### src/rtl/cs_pkg.sv
`timescale 1ns/1ps
package cs_pkg;

    typedef enum logic [1:0] {
        ST_OFF  = 2'd0,
        ST_WAIT = 2'd1,
        ST_SEND = 2'd2
    } cs_state_e;

endpackage

### src/rtl/cs_frame_detect.sv
`timescale 1ns/1ps
module cs_frame_detect #(
    parameter int SYNC_STAGES = 2
) (
    input  logic clk,
    input  logic rst,
    input  logic ref_in,
    output logic edge_hit
);

    logic [SYNC_STAGES-1:0] sync_q;
    logic                   prev_q;

    always_ff @(posedge clk) begin
        if (rst) begin
            sync_q <= '0;
            prev_q <= 1'b0;
        end else begin
            sync_q <= {sync_q[SYNC_STAGES-2:0], ref_in};
            prev_q <= sync_q[SYNC_STAGES-1];
        end
    end

    assign edge_hit = sync_q[SYNC_STAGES-1] & ~prev_q;


    hit_pulse_chk: assert property (@(posedge clk) disable iff (rst)
        edge_hit |=> !edge_hit);

endmodule

### src/rtl/cs_delay_line.sv
`timescale 1ns/1ps
module cs_delay_line #(
    parameter int DEPTH = 8
) (
    input  logic clk,
    input  logic rst,
    input  logic clr,
    input  logic din,
    output logic dout
);

    logic [DEPTH-1:0] tap_q;

    for (genvar i = 0; i < DEPTH; i++) begin : g_stage
        if (i == 0) begin : g_head
            always_ff @(posedge clk) begin
                if (rst || clr) tap_q[i] <= 1'b0;
                else            tap_q[i] <= din;
            end
        end else begin : g_body
            always_ff @(posedge clk) begin
                if (rst || clr) tap_q[i] <= 1'b0;
                else            tap_q[i] <= tap_q[i-1];
            end
        end
    end

    assign dout = tap_q[DEPTH-1];

endmodule

### src/rtl/cs_shifter.sv
`timescale 1ns/1ps
module cs_shifter #(
    parameter int WIDTH = 10
) (
    input  logic             clk,
    input  logic             rst,
    input  logic             clr,
    input  logic             load,
    input  logic             shift,
    input  logic [WIDTH-1:0] din,
    output logic             lsb
);

    logic [WIDTH-1:0] word_q;

    always_ff @(posedge clk) begin
        if (rst || clr)  word_q <= '0;
        else if (load)   word_q <= din;
        else if (shift)  word_q <= {1'b0, word_q[WIDTH-1:1]};
    end

    assign lsb = word_q[0];

endmodule

### src/rtl/casc_serializer.sv
`timescale 1ns/1ps
module casc_serializer
    import cs_pkg::*;
#(
    parameter int PAR_W       = 10,
    parameter int RATIO_W     = 6,
    parameter int SYNC_STAGES = 2
) (
    input  logic               clk,
    input  logic               rst,
    input  logic               en,
    input  logic               lclk_en,
    input  logic               cas_en,
    input  logic               frame_ref,
    input  logic [RATIO_W-1:0] ratio,
    input  logic [PAR_W-1:0]   par_in,
    input  logic               cas_in,
    output logic               ser_out,
    output logic               ser_oe,
    output logic               lclk_out,
    output logic               lclk_oe
);

    // Cascade path plus take and output registers gives a PAR_W-edge delay.
    localparam int                 CAS_DELAY = PAR_W - 2;
    localparam logic [RATIO_W-1:0] PAR_LIMIT = RATIO_W'(PAR_W);
    localparam logic [RATIO_W-1:0] ONE       = RATIO_W'(1);

    cs_state_e          state_q, state_d;
    logic [RATIO_W-1:0] idx_q, idx_d;
    logic [RATIO_W-1:0] ratio_q, ratio_d;
    logic [RATIO_W:0]   ratio_sum;
    logic [RATIO_W-1:0] half_d;
    logic               frame_hit;
    logic               load, take, last_take;
    logic               sh_lsb, cas_bit, cas_tap, take_bit;
    logic               mid_q, ser_q, lclk_q, soe_q, loe_q;

    cs_frame_detect #(.SYNC_STAGES(SYNC_STAGES)) u_detect (
        .clk      (clk),
        .rst      (rst),
        .ref_in   (frame_ref),
        .edge_hit (frame_hit)
    );

    cs_shifter #(.WIDTH(PAR_W)) u_shift (
        .clk   (clk),
        .rst   (rst),
        .clr   (!en),
        .load  (load),
        .shift (take && (idx_q < PAR_LIMIT)),
        .din   (par_in),
        .lsb   (sh_lsb)
    );

    // a disabled cascade input contributes zeros.
    assign cas_bit = cas_en & cas_in;

    cs_delay_line #(.DEPTH(CAS_DELAY)) u_casdly (
        .clk  (clk),
        .rst  (rst),
        .clr  (!en),
        .din  (cas_bit),
        .dout (cas_tap)
    );

    assign load      = en && frame_hit && (state_q != ST_OFF);
    assign take      = en && (state_q == ST_SEND);
    assign last_take = (idx_q == (ratio_q - ONE));
    assign take_bit  = (idx_q < PAR_LIMIT) ? sh_lsb : cas_tap;

    // Next-state decision
    always_comb begin
        state_d = state_q;
        if (!en) begin
            state_d = ST_OFF;
        end else begin
            unique case (state_q)
                ST_OFF:  state_d = ST_WAIT;
                ST_WAIT: if (frame_hit) state_d = ST_SEND;
                ST_SEND: begin
                    if (frame_hit)      state_d = ST_SEND;
                    else if (last_take) state_d = ST_WAIT;
                end
                default: state_d = ST_OFF;
            endcase
        end
    end

    // Frame bookkeeping: bit index and captured ratio
    always_comb begin
        idx_d   = idx_q;
        ratio_d = ratio_q;
        if (!en) begin
            idx_d   = '0;
            ratio_d = '0;
        end else if (load) begin
            idx_d   = '0;
            ratio_d = ratio;
        end else if (take) begin
            idx_d   = idx_q + ONE;
        end
        ratio_sum = {1'b0, ratio_d} + {{RATIO_W{1'b0}}, 1'b1};
        half_d    = ratio_sum[RATIO_W:1];
    end

    // State register
    always_ff @(posedge clk) begin
        if (rst) begin
            state_q <= ST_OFF;
            idx_q   <= '0;
            ratio_q <= '0;
        end else begin
            state_q <= state_d;
            idx_q   <= idx_d;
            ratio_q <= ratio_d;
        end
    end

    // Output registers
    always_ff @(posedge clk) begin
        if (rst) begin
            mid_q  <= 1'b0;
            ser_q  <= 1'b0;
            lclk_q <= 1'b0;
            soe_q  <= 1'b0;
            loe_q  <= 1'b0;
        end else if (!en) begin
            mid_q  <= 1'b0;
            ser_q  <= 1'b0;
            lclk_q <= 1'b0;
            soe_q  <= 1'b0;
            loe_q  <= 1'b0;
        end else begin
            mid_q  <= take ? take_bit : 1'b0;
            ser_q  <= mid_q;
            lclk_q <= lclk_en && (state_d == ST_SEND) && (idx_d < half_d);
            soe_q  <= 1'b1;
            loe_q  <= lclk_en;
        end
    end

    assign ser_out  = ser_q;
    assign ser_oe   = soe_q;
    assign lclk_out = lclk_q;
    assign lclk_oe  = loe_q;


    lclk_rise_chk: assert property (@(posedge clk) disable iff (rst)
        $rose(lclk_out) |-> $past(frame_hit));


    lclk_gate_chk: assert property (@(posedge clk) disable iff (rst)
        !lclk_en |=> (!lclk_out && !lclk_oe));


    off_quiet_chk: assert property (@(posedge clk) disable iff (rst)
        !en |=> (!ser_out && !lclk_out && !ser_oe && !lclk_oe));


    idx_bound_chk: assert property (@(posedge clk) disable iff (rst)
        (state_q == ST_SEND) |-> (idx_q < ratio_q));


    reload_chk: assert property (@(posedge clk) disable iff (rst)
        load |=> ((state_q == ST_SEND) && (idx_q == '0)));

endmodule

### config.mk
export PLATFORM = sky130hd
export DESIGN_NAME = casc_serializer
export DESIGN_NICKNAME = d
export VERILOG_FILES = /design/src/rtl/cs_pkg.sv /design/src/rtl/cs_frame_detect.sv /design/src/rtl/cs_delay_line.sv /design/src/rtl/cs_shifter.sv /design/src/rtl/casc_serializer.sv
export SDC_FILE = /design/constraint.sdc
export NUM_CORES = 1
export LEC_CHECK = 0
export BUFFER_PORTS_ARGS = -buffer_cell sky130_fd_sc_hd__buf_4
export CAP_MARGIN = 20
export CORE_UTILIZATION = 41
export CTS_CLUSTER_SIZE = 10
export DETAILED_ROUTE_END_ITERATION = 6
export GPL_TIMING_DRIVEN = 0
export HOLD_SLACK_MARGIN = 0.03
export PLACE_DENSITY = 0.66
export REMOVE_ABC_BUFFERS = 1
export SYNTH_ARGS = -nofsm -noshare
export SYNTH_HDL_FRONTEND = slang
export SYNTH_SLANG_ARGS = --single-unit
export TNS_END_PERCENT = 50
### constraint.sdc
create_clock -name clk -period 4.1 [get_ports clk]
set_input_delay 0.615 -clock clk [delete_from_list [all_inputs] [get_ports clk]]
set_output_delay 0.615 -clock clk [all_outputs]
set_load 0.01 [all_outputs]
==> results by group <==
Job
  – Max Cap Violations: 0

Detailed routing
  – Iteration-0 DRC Markers: 65
  – Vias per inst: 5.13
  – Via count: 1488
  – DRC viols: 5
  – ANT nets after route: 0
  – WL final: 3820 um
  – DR WL/cell: 13.2 um
  – DR pass1 iterations: 6

Cells and area
  – Proportion of layout cells with a drive suffix above 1: 16.8%
  – FF+latch area: 801 um^2
  – Commonest non-fill, non-tap cells in the layout: 40 x dfxtp_1, 32 x nor2_1, 26 x buf_4, 14 x mux2i_1, 12 x a211oi_1
  – Nets: 268
  – FILL cells: 435
  – Most common cell after layout, fill and taps aside: dfxtp_1
  – Multi-input gate area: 1060 um^2
  – Ant. Diodes: 0
  – Synth-to-layout area growth: 16.4%
  – Final design utilization: 50.5%

Clocking
  – Worst skew pair latency: 290 ps
  – Reg clk slew, reported paths: 80 ps
  – H-tree depth: 2
  – Post CTS Setup Buffer Count: 0
  – Hold buffer count at CTS: 0
  – Clk sinks: 40
  – CTS tree: yes
  – Max Root-Sink Buffers: 2
  – PostCTS Resize Cnt: 0
  – CTS buffer count: 5
  – CTS Root Cell: clkbuf_8

Yosys
  – Yosys warning count: 0
  – Post-synth EDFFs: 0
  – Sequential area share after synthesis: 41.5%
  – Post-Syn Area: 1930 um^2
  – Async S/R FF share, synth: 0%
  – Post-synthesis cell count: 213
  – Synth unique cells: 38
  – Register bit total from synthesis: 40
  – Main flop type after synthesis: dfxtp_1
  – Syn avg cell area: 9.05 um^2

Placed design
  – Gpl congestion: 0.853
  – Dpl hpwl: 2730 um
  – Worst slack at placement: 1100 ps
  – Port buffer count: 26

Critical path
  – CP startpoint: state_q[1]
  – Required time worst endpoint: 4310 ps
  – Setup CP Type: flip-flop to flip-flop
  – R2R Setup Slk: 1160 ps
  – Reg2Reg Launch Point: state_q[1]
  – Reg2Reg Depth: 9
  – Crit end category: flip-flop
  – Critical Path Fanout Max: 22
  – Critical Path AT: 3150 ps
  – Startpoint types: flip-flop
  – FF-to-FF End: lclk_out
  – Worst setup path endpoint: lclk_out

Timing
  – Setup Viol. Count Final: 0
  – F_max: 340 MHz
  – Final worst path period share: 71.8%
  – Setup total negative slack: 0 ps
  – Hold Vio Cnt, Final: 0
  – Unrepaired setup endpoints after global routing: false
  – Fin Clk Skew: 6.59 ps
  – Final worst path period need: 2940 ps
  – Tightest Pin Transition: 647 ps
  – Max Transition Viols Final: 0
  – Worst slew margin: 56.6%
  – Final worst slack: 1160 ps

Floorplan
  – Die footprint: 4980 um^2
  – I/O Pins: 27
  – Core area: 4440 um^2
  – Die W: 70.6 um
  – Initial Utilization: 43.4%
  – Row Count: 24
  – Die height: 70.6 um

Power and ir drop
  – Worst VDD drop: 0.207 mV
  – LEAKAGE: 0.987 nW
  – Post-layout power: 753 uW
  – PwrDens: 336 nW/um^2

Outcome
  – Outcome: complete, but fails checks
  – Violated checks: DRC

Global routing
  – Largest net degree at the start of global routing: 23
  – Initial antenna violation count: 0
  – Total gr overflow: 0
  – Overall fraction of global-route tracks in use: 16.3%
  – Number of global-route vias before repair: 1301
  – First-pass GRT wire length: 6180 um

Min path
  – Min-Delay Path Depth: 1
  – Worst min path class: flip-flop to flip-flop
## where the power goes
part / internal, mW / total [mW] / switching [mW]
combinational: 0.0220 / 0.0440 / 0.0219
clock: 0.181 / 0.315 / 0.134
sequential: 0.392 / 0.394 / 0.00253
## area by class of cell
class | count | share of cell area (%)
Clock buffer | 6 | 3.23
Clock inverter | 2 | 1.56
Inverter | 4 | 0.669
Multi-Input combinational cell | 160 | 47.3
Sequential cell | 40 | 35.7
Tap cell | 52 | 2.90
Timing Repair Buffer | 26 | 8.70
## through the flow
stage | std cells | instance area [um^2] | hold slack [ps]
global placement | 282 | 2140 | 408
floorplan | 204 | 1880 | 406
finish | 290 | 2240 | 428
global route | 290 | 2240 | 446
CTS | 290 | 2240 | 431
detailed placement | 282 | 2140 | 414
## worst min-delay path by stage
stage                            from                end  slack (ps)
detailed placement  u_casdly.tap_q[4]  u_casdly.tap_q[5]         410
finish              u_casdly.tap_q[6]      u_casdly.dout         430
floorplan                       mid_q            ser_out         410
global route        u_casdly.tap_q[5]  u_casdly.tap_q[6]         450
CTS                 u_casdly.tap_q[5]  u_casdly.tap_q[6]         430
global placement    u_casdly.tap_q[3]  u_casdly.tap_q[4]         410
## cell usage after synthesis (5+ instances only)
| library cell | n | area, um^2 |
|---|---|---|
| xnor2_1 | 5 | 43.8 |
| nor2_1 | 32 | 120 |
| nand2_1 | 9 | 33.8 |
| and2_1 | 9 | 56.3 |
| nand3_1 | 9 | 45.0 |
| a211oi_1 | 12 | 90.1 |
| nor2b_1 | 6 | 37.5 |
| mux2i_1 | 14 | 140 |
| dfxtp_1 | 40 | 801 |
| a21oi_1 | 8 | 40.0 |
| nor3_1 | 6 | 30.0 |
| ha_1 | 8 | 100 |
| clkbuf_1 | 5 | 18.8 |
| xor2_1 | 11 | 96.3 |
## worst max-delay path, cell delays in order, from the launching register on
cell and delay (ps):
dfxtp_1 480, or2_4 200, nand3_2 370, mux2i_1 330, nand3b_1 250, or3_1 330
ha_1 310, a211oi_1 280, nand4_1 130, a211oi_1 190
## layer usage
layer / global-route usage, % / part of all wire (%) / up-vias
li1: - / - / 784
met1: 22.5 / 51 / 667
met2: 24.7 / 44 / 33
met3: 4.84 / 4.2 / 4
met4: 5.33 / 0.50 / 0
met5: 0 / 0 / -
## sequential cells by signal, indices dropped and copies added, names as in the netlist
register / cells
ser_oe: 1
u_casdly.tap_q: 7
u_detect.prev_q: 1
ratio_q: 6
u_detect.sync_q: 2
u_shift.word_q: 10
idx_q: 6
lclk_out: 1
state_q: 2
ser_out: 1
lclk_oe: 1
u_casdly.dout: 1
mid_q: 1
## cell families (layout without fill, tap and decap cells)
| family | Yosys count | count (layout) | synth area share (%) |
|---|---|---|---|
| compound gates | 30 | 30 | 10.2 |
| xor+xnor | 16 | 16 | 7.27 |
| fa+ha+maj | 8 | 8 | 5.19 |
| buf+inv | 13 | 38 | 3.44 |
| flops | 40 | 40 | 41.5 |
| mux | 15 | 15 | 7.85 |
| simple gates | 91 | 91 | 24.5 |
No activity file was read; power rests on OpenSTA's default activity.
